===== src/rtl/vlio_rd_seq.sv =====
module vlio_rd_seq #(
  parameter int AW = 24,
  parameter int DW = 32
) (
  input  logic          clk,
  input  logic          rst_n,
  input  logic          req_valid,
  output logic          req_ready,
  input  logic [AW-1:0] req_addr,
  input  logic          req_burst,
  input  logic [3:0]    cfg_access,
  input  logic [3:0]    cfg_burst_gap,
  input  logic [3:0]    cfg_recover,
  output logic          bus_cs_n,
  output logic          bus_oe_n,
  output logic          bus_we_n,
  output logic          bus_rd_wr,
  output logic [3:0]    bus_mask,
  output logic [AW-1:0] bus_addr,
  output logic [1:0]    bus_addr_lo,
  input  logic          bus_rdy,
  input  logic [DW-1:0] bus_data,
  output logic          rd_valid,
  output logic [DW-1:0] rd_data,
  output logic [1:0]    rd_beat,
  output logic          done
);

  typedef enum logic [2:0] {
    S_IDLE, S_ADDR, S_CSET, S_OE, S_HOLD, S_NEXT, S_RECOV
  } state_t;

  state_t        state;
  logic [4:0]    cnt;
  logic [AW-1:0] addr;
  logic [1:0]    beat, last_beat;
  logic          rdy_s1, rdy_s2;

  localparam logic [AW-1:0] ONE = {{(AW-1){1'b0}}, 1'b1};

  wire [4:0] access_ld = {1'b0, cfg_access};
  wire [4:0] gap_ld    = (cfg_burst_gap == 4'd0) ? 5'd0 : {1'b0, cfg_burst_gap} - 5'd1;
  wire [4:0] recov_ld  = {cfg_recover, 1'b0};

  assign req_ready   = (state == S_IDLE);
  assign bus_cs_n    = !(state == S_CSET || state == S_OE || state == S_HOLD || state == S_NEXT);
  assign bus_oe_n    = (state != S_OE);
  assign bus_we_n    = 1'b1;
  assign bus_rd_wr   = 1'b1;
  assign bus_mask    = 4'b0000;
  assign bus_addr_lo = 2'b00;
  assign bus_addr    = addr;

  always_ff @(posedge clk or negedge rst_n) begin
    if (!rst_n) begin
      rdy_s1 <= 1'b0;
      rdy_s2 <= 1'b0;
    end else begin
      rdy_s1 <= bus_rdy;
      rdy_s2 <= rdy_s1;
    end
  end

  always_ff @(posedge clk or negedge rst_n) begin
    if (!rst_n) begin
      state     <= S_IDLE;
      cnt       <= '0;
      addr      <= '0;
      beat      <= '0;
      last_beat <= '0;
      rd_valid  <= 1'b0;
      rd_data   <= '0;
      rd_beat   <= '0;
      done      <= 1'b0;
    end else begin
      rd_valid <= 1'b0;
      done     <= 1'b0;
      unique case (state)
        S_IDLE: if (req_valid) begin
          addr      <= req_addr;
          beat      <= 2'd0;
          last_beat <= req_burst ? 2'd3 : 2'd0;
          state     <= S_ADDR;
        end
        S_ADDR: begin
          cnt   <= 5'd1;
          state <= S_CSET;
        end
        S_CSET, S_NEXT: begin
          if (cnt == 5'd0) begin
            cnt   <= access_ld;
            state <= S_OE;
          end else begin
            cnt <= cnt - 5'd1;
          end
        end
        S_OE: begin
          if (cnt != 5'd0) begin
            cnt <= cnt - 5'd1;
          end else if (rdy_s2) begin
            rd_data  <= bus_data;
            rd_beat  <= beat;
            rd_valid <= 1'b1;
            state    <= S_HOLD;
          end
        end
        S_HOLD: begin
          if (beat == last_beat) begin
            cnt   <= recov_ld;
            state <= S_RECOV;
          end else begin
            addr  <= addr + ONE;
            beat  <= beat + 2'd1;
            cnt   <= gap_ld;
            state <= S_NEXT;
          end
        end
        S_RECOV: begin
          if (cnt == 5'd0) begin
            done  <= 1'b1;
            state <= S_IDLE;
          end else begin
            cnt <= cnt - 5'd1;
          end
        end
        default: state <= S_IDLE;
      endcase
    end
  end

  AST_OE_INSIDE_CS: assert property (@(posedge clk) disable iff (!rst_n)
    !bus_oe_n |-> !bus_cs_n);
  AST_CS_BEFORE_OE: assert property (@(posedge clk) disable iff (!rst_n)
    $fell(bus_oe_n) |-> ($past(bus_cs_n, 1) == 1'b0 && $past(bus_cs_n, 2) == 1'b0));
  AST_ADDR_BEFORE_CS: assert property (@(posedge clk) disable iff (!rst_n)
    $fell(bus_cs_n) |-> $stable(bus_addr));
  AST_ADDR_DURING_OE: assert property (@(posedge clk) disable iff (!rst_n)
    (!bus_oe_n && $past(!bus_oe_n)) |-> $stable(bus_addr));
  AST_HOLD_AFTER_OE: assert property (@(posedge clk) disable iff (!rst_n)
    $rose(bus_oe_n) |-> (!bus_cs_n && $stable(bus_addr)));
  AST_VALID_AT_OE_RISE: assert property (@(posedge clk) disable iff (!rst_n)
    rd_valid |-> $rose(bus_oe_n));
  AST_VALID_SINGLE: assert property (@(posedge clk) disable iff (!rst_n)
    rd_valid |=> !rd_valid);
  AST_DONE_IDLE: assert property (@(posedge clk) disable iff (!rst_n)
    done |-> (req_ready && bus_cs_n && !$past(req_ready)));

endmodule


===== config.mk =====
export PLATFORM = sky130hd
export DESIGN_NAME = vlio_rd_seq
export DESIGN_NICKNAME = d
export VERILOG_FILES = /design/src/rtl/vlio_rd_seq.sv
export SDC_FILE = /design/constraint.sdc
export NUM_CORES = 1
export LEC_CHECK = 0
export ABC_AREA = 1
export BUFFER_PORTS_ARGS = -buffer_cell sky130_fd_sc_hd__buf_2
export CORE_ASPECT_RATIO = 1.25
export CORE_MARGIN = 10
export CORE_UTILIZATION = 40
export CTS_CLUSTER_DIAMETER = 60
export DETAILED_ROUTE_END_ITERATION = 10
export GPL_ROUTABILITY_DRIVEN = 0
export PLACE_DENSITY_LB_ADDON = 0.12
export SLEW_MARGIN = 20
export SYNTH_ARGS = -nofsm -noshare
export SYNTH_HDL_FRONTEND = slang
export SYNTH_SLANG_ARGS = --single-unit

===== constraint.sdc =====
create_clock -name clk -period 1.65 [get_ports clk]
set_input_delay 0.165 -clock clk [delete_from_list [all_inputs] [get_ports clk]]
set_output_delay 0.165 -clock clk [all_outputs]
set_load 0.02 [all_outputs]

==> impl_summary.md <==
Die
The floorplan die area is 15300 um2. The boundary pin count is 144. The starting density of the core is 40.7%. In this run the standard cell core region covers ~11000 um2. The height of the chip is 136 um. The total number of placement rows is 42. The overall die width is ~110 um.

Cells and area
The layout-stage area growth over the synthesis result is 31.5%. Cells with a size suffix above 1 make up between 20 and 30% of the layout. For this run, the post-layout net count is roughly 840. The layout filler cell count is about 1100.

Leaving out fill and tap cells, the most frequent cell in the layout is sky130_fd_sc_hd__nand2_1. The number of antenna diodes is 0. The area taken by flip-flops and latches is roughly 1800 um2.

In the layout the commonest cells are 219 x sky130_fd_sc_hd__nand2_1, 133 x sky130_fd_sc_hd__buf_2, 71 x sky130_fd_sc_hd__dfrtp_1, 67 x sky130_fd_sc_hd__nor2_1, 55 x sky130_fd_sc_hd__o21ai_0. The footprint of the multi-input gates is 2170 um2.

Synthesis
The number of storage elements in the synthesis netlist is 73. The library cell with the largest summed area after synthesis is sky130_fd_sc_hd__dfrtp_1. The average instance area after synthesis is 7.11 um2. In the synthesized netlist the dominant register cell turns out to be sky130_fd_sc_hd__dfrtp_1. Of all flip-flops after synthesis, the portion carrying an async set or reset was between 90% and 100%. In this run, synthesis inferred 0 flip-flops with an integrated enable. Synthesis instantiated 37 different standard cells from the library.

The fraction of post-synthesis cell area in the top cell type by area is between 40% and 50%. The cell area that synthesis handed to floorplanning was around 4300 um2. For this run, the number of Yosys warnings is 0. The number of standard cells after synthesis is about 600. Yosys attributes the largest share of cell area to sky130_fd_sc_hd__dfrtp_1 43%, sky130_fd_sc_hd__nand2_1 19%, sky130_fd_sc_hd__o21ai_0 7.0%, sky130_fd_sc_hd__nor2_1 6.2%, sky130_fd_sc_hd__nand3_1 5.4%.

The fraction of the yosys area taken by sequential cells is a little over two fifths.

Clocking
The buffer levels on the longest clock path is 2. After clock tree synthesis, the clock-pin slew on the worst setup and hold paths is 0.07 ns. The CTS sink count is 73. TritonCTS built the clock tree. Clock tree synthesis selected as its root buffer the cell sky130_fd_sc_hd__clkbuf_16. The number of buffers inserted during clock tree synthesis is 9. The number of H-tree levels is 3. The source-to-sink clock delay at the later pin of the worst-skew pair is 0.34 ns.

Detailed routing
The total vias in the final route is approximately 4400. The number of search-and-repair iterations in the first detailed-routing pass is 5. The DRC violation count after routing is 0. After detailed routing, the number of vias per cell comes to a little under 5. The remaining antenna violation count is 0. After the first detailed-routing iteration, the DRC count stood at 230.

Summed over all layers, the routed wires come to ~14000 um. After detailed routing, the average wire length per cell comes to ~15 um.

Worst setup path
The data required time of the critical path is roughly 1.5 ns. The critical path is of the register to output pin type. The worst path arrival time is 1.43 ns. Counting both buffers and inverters, the worst setup path holds a total of 3. The critical path goes through buf_6 -> ha_1 -> inv_1 -> buf_4.

The biggest fanout along the worst timing path is 7. Grouping stages by cell kind, the critical path spends the most delay in flip-flops. The worst setup path is launched from a register. The endpoint kind of the worst setup timing path is an output pin. The peak per-stage delay on the critical path is around 0.43 ns. For this design, the slowest cell found on the critical path is sky130_fd_sc_hd__dfrtp_1.

Outcome
The flow ran to the end, and the final reports show no timing, DRC or antenna violations.

Hold path
The worst min-delay path class is input pin to register.

Power and ir drop
The leakage power summed over all cells is roughly 2.7 nW. Dividing total power by cell area gives a power density of between 1500 and 2000 nW/um2. The maximum vdd drop is approximately 0.00097 V.

Global routing
The via count of the first global-routing pass was 4551. The combined global-route utilization of all metal layers is between 10% and 20%. The largest net degree at the start of global routing is 47. The first-pass GRT wire length is 21700 um. After global routing the overflow that remains totals 0.

The number of antenna violations at the first check in global routing is 0.

STA
Clock skew on the completed layout was measured at roughly 0.011 ns. The final count of hold timing violations came to 0. The routed design could run at a clock period as short as about 1.6 ns.

The final-report setup violation count is 0. Setup repair after global routing left no endpoint under its margin. For this run, the top clock speed supported by timing is roughly 630 MHz.

The post-route fraction of the period consumed by the critical path is slightly below 100%. The number of max-slew violations in the final report is 0. The final sum of negative setup slack is 0 ns. The worst hold slack is around 0.022 ns.

Flow run
Across the run, the number of max-cap violations was 0.

Place
The count of buffers added on input and output ports is around 140. The detailed placer's ending HPWL is about 10000 um.
-- cell type report --
class	instances	share of cell area [%]
Clock buffer	9	3.99
Clock inverter	7	1.06
Inverter	42	2.84
Multi-Input combinational cell	467	38.5
Sequential cell	73	32.4
Tap cell	132	2.92
Timing Repair Buffer	170	18.3
-- stage by stage --
stage / setup WS, ns / total power [mW] / utilization, % / std cells / cell area, um2
final: 0.0588 / 10.8 / 53.5 / 900 / 5650
after global routing: 0.00611 / 11.7 / 53.5 / 900 / 5650
after floorplan: 0.110 / 6.75 / - / 610 / 4320
after detailed placement: 0.0223 / 8.72 / 49.5 / 879 / 5230
after global placement: 0.111 / 8.62 / 49.5 / 879 / 5230
after CTS: 0.0166 / 10.7 / 52.6 / 897 / 5550
-- cells by family (layout without fill, tap and decap cells) --
family	after synthesis	after routing	synth area share (%)
other cells	2	8	0.175
flops	73	73	42.5
simple gates	361	362	35.3
compound gates	91	91	11.9
fa+ha+maj	3	3	0.874
buf+inv	71	228	8.65
xor+xnor	3	3	0.612
-- registers in the layout, indices dropped and copies added, names as in the netlist --
register / count
rdy_s1: 1
rd_data: 32
rd_beat: 2
bus_addr: 24
rdy_s2: 1
last_beat: 1
beat: 2
done: 1
state: 3
rd_valid: 1
cnt: 5
-- routing by layer --
| metal | share of wire, % | track usage (%) | vias to the layer above |
|---|---|---|---|
| met5 | 0 | 0 | - |
| met2 | 52 | 30.5 | 119 |
| li1 | - | - | 2234 |
| met1 | 38 | 18.2 | 2039 |
| met3 | 6.1 | 4.14 | 28 |
| met4 | 3.2 | 8.90 | 0 |
-- where the power goes --
part / switching (mW) / internal, mW / total, mW
sequential: 0.711 / 2.58 / 3.29
combinational: 3.63 / 1.98 / 5.61
clock: 0.848 / 1.04 / 1.89
total: 5.19 / 5.60 / 10.8
-- tightest hold or removal path, stage by stage --
cell and delay, ns:
sky130_fd_sc_hd__buf_2 0.07, sky130_fd_sc_hd__nand2_1 0.04, sky130_fd_sc_hd__nand2_1 0.05
-- synth_stat cells, drive strengths merged (3+ instances only) --
cell type / n
nor2: 77
o21ai: 66
ha: 3
clkbuf: 6
inv: 42
dfrtp: 73
buf: 23
nand4: 7
a21oi: 17
nand2: 225
or2: 3
nand3: 47
-- repair_timing --
| action | 4_1_cts | 5_1_grt |
|---|---|---|
| cloned | 0 | 2 |
| buffers inserted | 1 | 1 |
| hold buffers | 2 | 0 |
| setup endpoints to repair | 1 | 49 |
| gates resized for setup | 4 | 18 |
| hold endpoints to repair | 31 | 0 |
| pin swaps | 0 | 2 |
-- worst paths after layout --
check                                   from  cells after the start      endpoint  slack, ns
worst min register to register        rdy_s1                      0        rdy_s2       0.35
worst max register to register      state[2]                      7   bus_addr[7]       0.12
max in group asynchronous              rst_n                      3  bus_addr[20]       0.77
worst max-delay path                state[1]                      4      bus_cs_n       0.06
worst min-delay path            bus_data[24]                      3   rd_data[24]       0.02
min in group asynchronous              rst_n                      2  bus_addr[12]       0.32
Power figures use the tool's default switching activity.
